===== src/rtl/ata_taskfile.sv =====
module ata_taskfile #(
  parameter logic [159:0] SERIAL = "00000000000000000000",
  parameter logic [63:0]  FWREV  = "0.0     "
) (
  input  logic        clk,
  input  logic        rst_n,
  input  logic [2:0]  reg_addr,
  input  logic        reg_wr,
  input  logic        reg_rd,
  input  logic [7:0]  reg_wdata,
  output logic [7:0]  reg_rdata,
  input  logic        data_rd,
  output logic [15:0] data_rdata,
  output logic        irq,
  output logic        flush_req,
  input  logic        flush_done
);
  typedef enum logic [1:0] {S_IDLE, S_DOUT, S_FLUSH} st_t;

  localparam logic [7:0] OP_IDENT = 8'hEC;
  localparam logic [7:0] OP_DIAG  = 8'h90;
  localparam logic [7:0] OP_FLUSH = 8'hE7;

  st_t        st;
  logic [7:0] widx, nsect, lba_lo, lba_mid, lba_hi, devreg, errreg;
  logic       err_st, bsy, drq, cmd_wr;
  logic [7:0] status;

  assign bsy       = (st == S_FLUSH);
  assign drq       = (st == S_DOUT);
  assign flush_req = bsy;
  assign status    = {bsy, 1'b1, 1'b0, 1'b0, drq, 1'b0, 1'b0, err_st};
  assign cmd_wr    = reg_wr && (reg_addr == 3'd7) && !bsy;

  function automatic logic [15:0] id_word(input logic [7:0] i);
    int k;
    id_word = 16'h0000;
    if (i >= 8'd10 && i <= 8'd19) begin
      k = int'(i) - 10;
      id_word = {SERIAL[159-16*k -: 8], SERIAL[151-16*k -: 8]};
    end else if (i >= 8'd23 && i <= 8'd26) begin
      k = int'(i) - 23;
      id_word = {FWREV[63-16*k -: 8], FWREV[55-16*k -: 8]};
    end else if (i == 8'd85) begin
      id_word = 16'h0020;
    end
  endfunction

  assign data_rdata = drq ? id_word(widx) : 16'h0000;

  always_comb begin
    case (reg_addr)
      3'd1:    reg_rdata = errreg;
      3'd2:    reg_rdata = nsect;
      3'd3:    reg_rdata = lba_lo;
      3'd4:    reg_rdata = lba_mid;
      3'd5:    reg_rdata = lba_hi;
      3'd6:    reg_rdata = devreg;
      3'd7:    reg_rdata = status;
      default: reg_rdata = 8'h00;
    endcase
  end

  always_ff @(posedge clk or negedge rst_n) begin
    if (!rst_n) begin
      st      <= S_IDLE;
      widx    <= '0;
      nsect   <= '0;
      lba_lo  <= '0;
      lba_mid <= '0;
      lba_hi  <= '0;
      devreg  <= '0;
      errreg  <= '0;
      err_st  <= 1'b0;
      irq     <= 1'b0;
    end else begin
      if (reg_rd && reg_addr == 3'd7) irq <= 1'b0;

      if (reg_wr && !bsy) begin
        case (reg_addr)
          3'd2: nsect   <= reg_wdata;
          3'd3: lba_lo  <= reg_wdata;
          3'd4: lba_mid <= reg_wdata;
          3'd5: lba_hi  <= reg_wdata;
          3'd6: devreg  <= reg_wdata;
          default: ;
        endcase
      end

      if (data_rd && drq) begin
        widx <= widx + 8'd1;
        if (widx == 8'hFF) st <= S_IDLE;
      end

      if (cmd_wr) begin
        case (reg_wdata)
          OP_IDENT: begin
            st <= S_DOUT; widx <= '0; errreg <= '0; err_st <= 1'b0; irq <= 1'b1;
          end
          OP_DIAG: begin
            st <= S_IDLE; devreg[4] <= 1'b0; errreg <= 8'h01; err_st <= 1'b0; irq <= 1'b1;
          end
          OP_FLUSH: begin
            st <= S_FLUSH; errreg <= '0; err_st <= 1'b0;
          end
          default: begin
            st <= S_IDLE; errreg <= 8'h04; err_st <= 1'b1; irq <= 1'b1;
          end
        endcase
      end

      if (bsy && flush_done) begin
        st  <= S_IDLE;
        irq <= 1'b1;
      end
    end
  end
endmodule


===== config.mk =====
export PLATFORM = sky130hd
export DESIGN_NAME = ata_taskfile
export DESIGN_NICKNAME = d
export VERILOG_FILES = /design/src/rtl/ata_taskfile.sv
export SDC_FILE = /design/constraint.sdc
export NUM_CORES = 1
export LEC_CHECK = 0
export BUFFER_PORTS_ARGS = -buffer_cell sky130_fd_sc_hd__clkbuf_2
export CAP_MARGIN = 25
export CORE_MARGIN = 3
export CORE_UTILIZATION = 55
export CTS_CLUSTER_DIAMETER = 150
export DETAILED_ROUTE_END_ITERATION = 8
export GPL_TIMING_DRIVEN = 0
export MAX_ROUTING_LAYER = met4
export PLACE_DENSITY = 0.75
export REMOVE_ABC_BUFFERS = 1
export SLEW_MARGIN = 20
export SYNTH_ARGS = -nofsm -noshare
export SYNTH_HDL_FRONTEND = slang
export SYNTH_SLANG_ARGS = --single-unit

===== constraint.sdc =====
create_clock -name clk -period 6.71 [get_ports clk]
set_input_delay 0.671 -clock clk [delete_from_list [all_inputs] [get_ports clk]]
set_output_delay 0.671 -clock clk [all_outputs]
set_load 0.005 [all_outputs]

==> results of run 1 <==
==> sequential cells by signal, summed over array words and instances, names as in the netlist, 2 cells and up <==
| signal | count |
|---|---|
| devreg | 8 |
| lba_hi | 8 |
| widx | 8 |
| nsect | 8 |
| st | 2 |
| errreg | 2 |
| lba_mid | 8 |
| lba_lo | 8 |
==> power by group through the flow <==
stage | clock network [mW] | logic (mW) | registers, mW
after floorplan | 0 | 0.0960 | 0.410
after global placement | 0 | 0.136 | 0.416
after detailed placement | 0 | 0.140 | 0.420
after CTS | 0.200 | 0.141 | 0.413
after global routing | 0.217 | 0.157 | 0.422
final | 0.196 | 0.139 | 0.414
==> area by class of cell <==
| cell class | count | area [µm²] | area share, % |
|---|---|---|---|
| timing repair buffer | 33 | 167.7 | 5.004 |
| clock buffer | 6 | 82.58 | 2.465 |
| sequential | 54 | 1351 | 40.33 |
| tap | 70 | 87.58 | 2.614 |
| clock inverter | 2 | 16.27 | 0.4854 |
| multi-input combinational | 211 | 1619 | 48.32 |
| inverter | 7 | 26.28 | 0.7842 |
==> kinds of logic after synthesis <==
kind of cell / count (synthesis) / share of synthesized area, %
and+or+nand+nor: 86 / 15.82
other: 1 / 0.1204
AOI/OAI and AO/OA: 49 / 11.25
buffers and inverters: 30 / 5.623
muxes: 49 / 17.91
DFF: 54 / 43.37
adders and majority gates: 7 / 2.811
xor gates and xnor gates: 11 / 3.093
==> cells in the mapped netlist, drive strengths merged, types with 2 or more instances <==
| master | count |
|---|---|
| clkbuf | 2 |
| nand2 | 23 |
| and3 | 2 |
| buf | 21 |
| mux2 | 44 |
| a221oi | 5 |
| o211a | 2 |
| nor3 | 4 |
| a21o | 3 |
| nand2b | 2 |
| xor2 | 3 |
| nor4 | 2 |
| nand3 | 7 |
| xnor2 | 8 |
| a41oi | 2 |
| a21oi | 10 |
| o21ai | 8 |
| ha | 7 |
| and3b | 3 |
| and2 | 3 |
| mux2i | 4 |
| inv | 7 |
| a22oi | 5 |
| nand3b | 3 |
| nand4 | 6 |
| nor2b | 8 |
| o21a | 2 |
| nor2 | 18 |
| dfrtp | 54 |
| o211ai | 2 |
==> worst max-delay path by stage <==
stage / end / slack [ns] / cells past startpoint
finish: data_rdata[2] / 3.24 / 10
global route: data_rdata[2] / 3.12 / 10
CTS: data_rdata[2] / 3.26 / 10
detailed placement: reg_rdata[6] / 3.45 / 6
global placement: reg_rdata[6] / 3.50 / 6
floorplan: data_rdata[1] / 3.95 / 9
==> metal layers <==
metal	track usage [%]	part of all wire, %
met5	-	0
met4	7.770	1.7
met3	3.659	2.9
met2	34.45	48
met1	31.37	48
==> stage by stage <==
step | hold slack (ns) | power (mW) | cell area (µm²) | worst slack, ns | cells
floorplan | 0.3754 | 0.5065 | 2997 | 3.948 | 272
global placement | 0.4717 | 0.5524 | 3249 | 3.501 | 375
detailed placement | 0.4709 | 0.5606 | 3252 | 3.451 | 375
CTS | 0.4636 | 0.7540 | 3351 | 3.259 | 383
global route | 0.4787 | 0.7954 | 3351 | 3.122 | 383
finish | 0.4282 | 0.7489 | 3351 | 3.236 | 383
==> run metrics, run 1 <==
status=finished, final reports clean; register share of total power=between 50% and 60%; WL final=6674 µm; H-tree Lvls=2; number of flops mapped to enable cells by yosys=0; max incr delay on CP=around 0.57 ns; Clock Pin Slew Worst Setup and Hold Paths=0.10 ns; Post-CTS Hold Buffers=0; Fin Setup TNS=0 ns; first-pass GRT wire length=roughly 11000 µm; Slew headroom=about two fifths; Synth Instances=approximately 290; DR pass1 iterations=4; fill cell count=443; ys flop type=dfrtp_1; initial DRC count=around 240; Crit Reg-Reg Endpoint=lba_mid[5]; PwrDens=~220 mW/mm²; yosys warns=0; max-slew violations=0; Critical-path top delay cell=dfrtp_1; CTS tree=done; Vias/cell=5.950; Fin. Hold Viols=0; drt drc=0; clock buffers created by TritonCTS=5; Gate power share=a little under a fifth; Final GP Congestion=0.8146; R2R Setup Slk=about 5.1 ns; die area=around 0.0066 mm²; most common cell after layout, fill and taps aside=dfrtp_1; CP dominant cell by count=ha_1; FFs w/ async S/R, synth=between 90% and 100%; gr usage total=22.81%; Distinct cells, synth=56; WL per Instance=17.43 µm; sequential cell area fraction in the yosys report=between 40% and 50%; Top Ports=43; area share of the largest cell type after synthesis=a little over two fifths; total global routing overflow=0; Final #Nets=336; pin count of the biggest net entering global routing=55; DP Wirelength=roughly 4600 µm; clock buffer depth=2; cells along the critical path=ha_1 -> nand2_1 -> xnor2_1 -> ha_1 -> xor2_1 -> or2_2 -> a21oi_1 -> nand4_1 -> nor2_1 -> clkbuf_2; number of global-route vias before repair=about 2200; FP Rows=26; Crit Path Max Fanout=10; RSZ-0062 raised after global routing=false; Synth area leader=dfrtp_1; clk_skew=0.006226 ns; CP bufs+invs=1; crit path launch=widx[2]; switching pwr=around 0.20 mW; Power Internal=0.5446 mW; area grow syn2layout=7.550%; Synth Cell Area=slightly above 0.003 mm²; Worst EP required=about 6.0 ns; Starting Density=between 50 and 60%; Critical Path Start Type=flip-flop; most frequent cells in the layout=dfrtp_1 (54), mux2_2 (44), clkbuf_2 (32); Static Leak=approximately 1.6 nW; Sw Ratio=roughly 27%; mean area per synthesized cell=10.86 µm²; critical path data arrival time=~2.8 ns; Placeable Area=between 0.005 and 0.006 mm²; initial antenna violation count=0; period utilization=51.77%; Tmin final=between 3 and 4 ns; Top delay family on crit path=simple AND/OR/NAND/NOR gates; Clk Latency, worst-skew pair=between 0.3 and 0.4 ns; via count=2279; Synth Register Bits=between 50 and 60; max_cap viols=0; Clk pwr share=26.2%; CTS sink cnt=54; min-delay worst type=input pin to asynchronous set/reset pin; Root Buffer=clkbuf_8; Inserted Diodes=0; Worst VDD drop=0.1437 mV; R2R Path Start=st[0]; Die Wd=between 80 and 90 µm; number of nets still failing antenna checks after routing=0; critical path type=flip-flop to primary output; Max Clock Freq=about 290 MHz; Port Buffers=33; # Post-CTS Setup Buffers=0; fraction of layout cells with a size suffix above 1=about 31%; Die Y=about 80 µm; CP endpoint kind=primary output; Area contributors post-synth=dfrtp_1 (43%), mux2_2 (16%), buf_4 (2.9%); final setup vio count=0; Least-Margin Pin Slew=0.8862 ns; reg2reg path depth=4; Resize count post-CTS=0; final core utilization=a little over three fifths
(Power assumes the default switching activity.)
==> run 2: changes to the inputs <==
--- a/config.mk
+++ b/config.mk
@@ -5,6 +5,7 @@
 export SDC_FILE = /design/constraint.sdc
 export NUM_CORES = 1
 export LEC_CHECK = 0
+export ABC_AREA = 1
 export BUFFER_PORTS_ARGS = -buffer_cell sky130_fd_sc_hd__clkbuf_2
 export CAP_MARGIN = 25
 export CORE_MARGIN = 3
==> constraint.sdc (replaced) <==
create_clock -name clk -period 3.55 [get_ports clk]
set_input_delay 0.355 -clock clk [delete_from_list [all_inputs] [get_ports clk]]
set_output_delay 0.355 -clock clk [all_outputs]
set_load 0.005 [all_outputs]
==> run 2 against run 1 <==
Register-to-register slack worse by 3.2 ns; final area fell by 3.7%; critical path depth up 4; worst setup slack worse by 2.8 ns; clock skew is essentially flat; die area shrank 3.4%; clock-buffer cell count decreased by 1; critical path type unchanged; non-clock buffer count stayed put.
==> run metrics, run 2 <==
status=finished, final reports clean (unchanged); Top Ports=43 (unchanged); Slew headroom=36.77% (was 40.80%); FFs w/ async S/R, synth=100.0% (unchanged); Die Y=79.88 µm (was 81.27 µm); Fin. Hold Viols=0 (unchanged); clock buffer depth=2 (unchanged); fraction of layout cells with a size suffix above 1=14.29% (was 30.67%); CTS tree=done (unchanged); PwrDens=410.2 mW/mm² (was 223.5 mW/mm²); most frequent cell after synthesis=nand2_1 (was dfrtp_1); # Post-CTS Setup Buffers=0 (unchanged); die area=0.006380 mm² (was 0.006604 mm²); max-slew violations=0 (unchanged); DR pass1 iterations=5 (was 4); sequential cell area fraction in the yosys report=45.02% (was 43.37%); DP Wirelength=4809 µm (was 4595 µm); Simple-Gate Fraction of Synth Area=26.84% (was 15.82%); commonest cells in the netlist=nand2_1 (90), dfrtp_1 (54), nor2_1 (39) (was dfrtp_1 (54), mux2_2 (44), nand2_1 (23)); initial DRC count=139 (was 242); Port Buffers=33 (unchanged); Crit Path Max Fanout=8 (was 10); number of global-route vias before repair=2382 (was 2227); Final GP Congestion=0.8905 (was 0.8146); max_cap viols=0 (unchanged); initial antenna violation count=0 (unchanged); Distinct cells, synth=36 (was 56); Post-CTS Hold Buffers=0 (unchanged); Synth Area in Compound Gates=14.38% (was 11.24%); number of flops mapped to enable cells by yosys=0 (unchanged); final worst slack=0.4732 ns (was 3.236 ns); hold slack final=0.1129 ns (was 0.4282 ns); pre-CTS setup slack=0.8359 ns (was 3.451 ns); Clk pwr share=24.8% (was 26.2%); critical path data arrival time=2.72 ns (was 2.80 ns); xor and xnor area share after synthesis=0.8754% (was 3.092%); largest family of logic cells by synthesized area=simple AND/OR/NAND/NOR gates (was multiplexers); Synth Area in Adders=2.918% (was 2.811%); CP endpoint kind=primary output (unchanged); reg2reg path depth=5 (was 4); Sw Ratio=29.16% (was 27.28%); Placeable Area=0.005205 mm² (was 0.005303 mm²); cells along the critical path=ha_1 -> nand2_1 -> inv_1 -> nor2_1 -> inv_1 -> ha_1 -> nand2_1 -> nand2_1 -> o21ai_0 -> nand3_1 -> nor2_1 -> nand2_1 -> nor3_1 -> clkbuf_2 (was ha_1 -> nand2_1 -> xnor2_1 -> ha_1 -> xor2_1 -> or2_2 -> a21oi_1 -> nand4_1 -> nor2_1 -> clkbuf_2); yosys warns=0 (unchanged); most frequent cells in the layout=nand2_1 (90), dfrtp_1 (54), nor2_1 (39) (was dfrtp_1 (54), mux2_2 (44), clkbuf_2 (32)); min-delay worst type=input pin to asynchronous set/reset pin (unchanged); Starting Density=57.67% (was 58.75%); Vias/cell=5.357 (was 5.950); period utilization=between 80% and 90%; clk_skew=0.005991 ns (was 0.006226 ns); final setup vio count=0 (unchanged); Synth Register Bits=54 (unchanged); Clk Latency, worst-skew pair=0.30 ns (was 0.31 ns); CP dominant cell by count=nand2_1 (was ha_1); Total Power=1.324 mW (was 0.7489 mW); Gate power share=17.5% (was 18.6%); WL final=6565 µm (was 6674 µm); Root Buffer=clkbuf_8 (unchanged); first-pass GRT wire length=11140 µm (was 11100 µm); Clock Pin Slew Worst Setup and Hold Paths=0.09 ns (was 0.10 ns); Max Clock Freq=roughly 330 MHz; ys flop type=dfrtp_1 (unchanged); Worst EP required=3.19 ns (was 6.04 ns); area share of the largest cell type after synthesis=45.02% (was 43.37%); Least-Margin Pin Slew=0.9414 ns (was 0.8862 ns); Critical Path Start Type=flip-flop (unchanged); Final Non-Filler Cells=476 (was 383); total global routing overflow=0 (unchanged); Power Internal=0.9381 mW (was 0.5446 mW); final core utilization=62.02% (was 63.19%); fin area=0.003228 mm² (was 0.003351 mm²); RSZ-0062 raised after global routing=false (unchanged); CTS sink cnt=54 (unchanged); area grow syn2layout=7.545% (was 7.550%); critical path type=flip-flop to primary output (unchanged); Synth Instances=376 (was 287); clock buffers created by TritonCTS=5 (unchanged); Fin Setup TNS=0 ns (unchanged); Tmin final=approximately 3.1 ns; Synth Cell Area=0.003002 mm² (was 0.003115 mm²); Final #Nets=430 (was 336); gr usage total=23.04% (was 22.81%); area post-placement=0.003144 mm² (was 0.003252 mm²); via count=2550 (was 2279); most common cell after layout, fill and taps aside=nand2_1 (was dfrtp_1); multiplexer area fraction after synthesis=0% (was 17.91%); Critical-path top delay cell=dfrtp_1 (unchanged); H-tree Lvls=2 (unchanged); switching pwr=0.3862 mW (was 0.2043 mW); number of nets still failing antenna checks after routing=0 (unchanged); max incr delay on CP=0.48 ns (was 0.57 ns); fill cell count=490 (was 443); pin count of the biggest net entering global routing=55 (unchanged); register share of total power=57.7% (was 55.2%); WL per Instance=13.79 µm (was 17.43 µm); drt drc=0 (unchanged); FP Rows=26 (unchanged); Area contributors post-synth=dfrtp_1 (45%), nand2_1 (11%), nor2_1 (4.9%) (was dfrtp_1 (43%), mux2_2 (16%), buf_4 (2.9%)); Inserted Diodes=0 (unchanged); mean area per synthesized cell=7.983 µm² (was 10.86 µm²); dpl cells=469 (was 375); Worst VDD drop=0.2442 mV (was 0.1437 mV); Synth area leader=dfrtp_1 (unchanged); Static Leak=1.601 nW (was 1.563 nW); Die Wd=79.88 µm (was 81.27 µm); Resize count post-CTS=0 (unchanged)
## run 2: power groups by stage
| stage | logic [mW] | registers (mW) | clock network [mW] |
|---|---|---|---|
| floorplan | 0.155 | 0.763 | 0 |
| global placement | 0.224 | 0.771 | 0 |
| detailed placement | 0.234 | 0.776 | 0 |
| CTS | 0.235 | 0.764 | 0.338 |
| global route | 0.272 | 0.775 | 0.358 |
| finish | 0.232 | 0.764 | 0.328 |
## run 2: cell families (layout without fill, tap and decap cells)
family | Yosys count | in the layout
adder cells (fa/ha/maj) | 7 | 7
AND/OR/NAND/NOR | 177 | 177
AO/OA/AOI/OAI | 76 | 76
buffers and inverters | 58 | 80
flip-flops | 54 | 54
XOR/XNOR | 3 | 3
other | 1 | 9
## run 2: cell type report
cell class | instances | area [µm²] | area share (%)
Clock buffer | 5 | 68.82 | 2.132
Clock inverter | 2 | 15.01 | 0.4651
Multi-Input combinational cell | 272 | 1385 | 42.91
Tap cell | 70 | 87.58 | 2.713
Inverter | 40 | 152.6 | 4.729
Sequential cell | 54 | 1351 | 41.86
Timing Repair Buffer | 33 | 167.7 | 5.194
## run 2: worst max-delay path: cells and delay by family, from the launching register on
family / cells / cell delay, ns
simple gates: 8 / 1.13
flops: 1 / 0.48
fa+ha+maj: 2 / 0.44
buf+inv: 3 / 0.31
compound gates: 1 / 0.06
## run 2: final timing paths
check | startpoint | endpoint | slack, ns
min | rst_n | err_st | 0.11
max | widx[1] | data_rdata[3] | 0.47
max in group asynchronous | rst_n | widx[1] | 2.96
max reg2reg | st[0] | devreg[4] | 1.84
min in group clk | flush_done | irq | 0.29
min reg2reg | lba_mid[3] | lba_mid[3] | 0.50
## run 2: metal layers
metal / GRT usage, % / up-vias / part of all wire (%)
li1: - / 1282 / -
met1: 29.93 / 1176 / 46
met2: 37.98 / 83 / 48
met3: 3.950 / 9 / 5.5
met4: 5.405 / 0 / 1.1
met5: - / - / 0
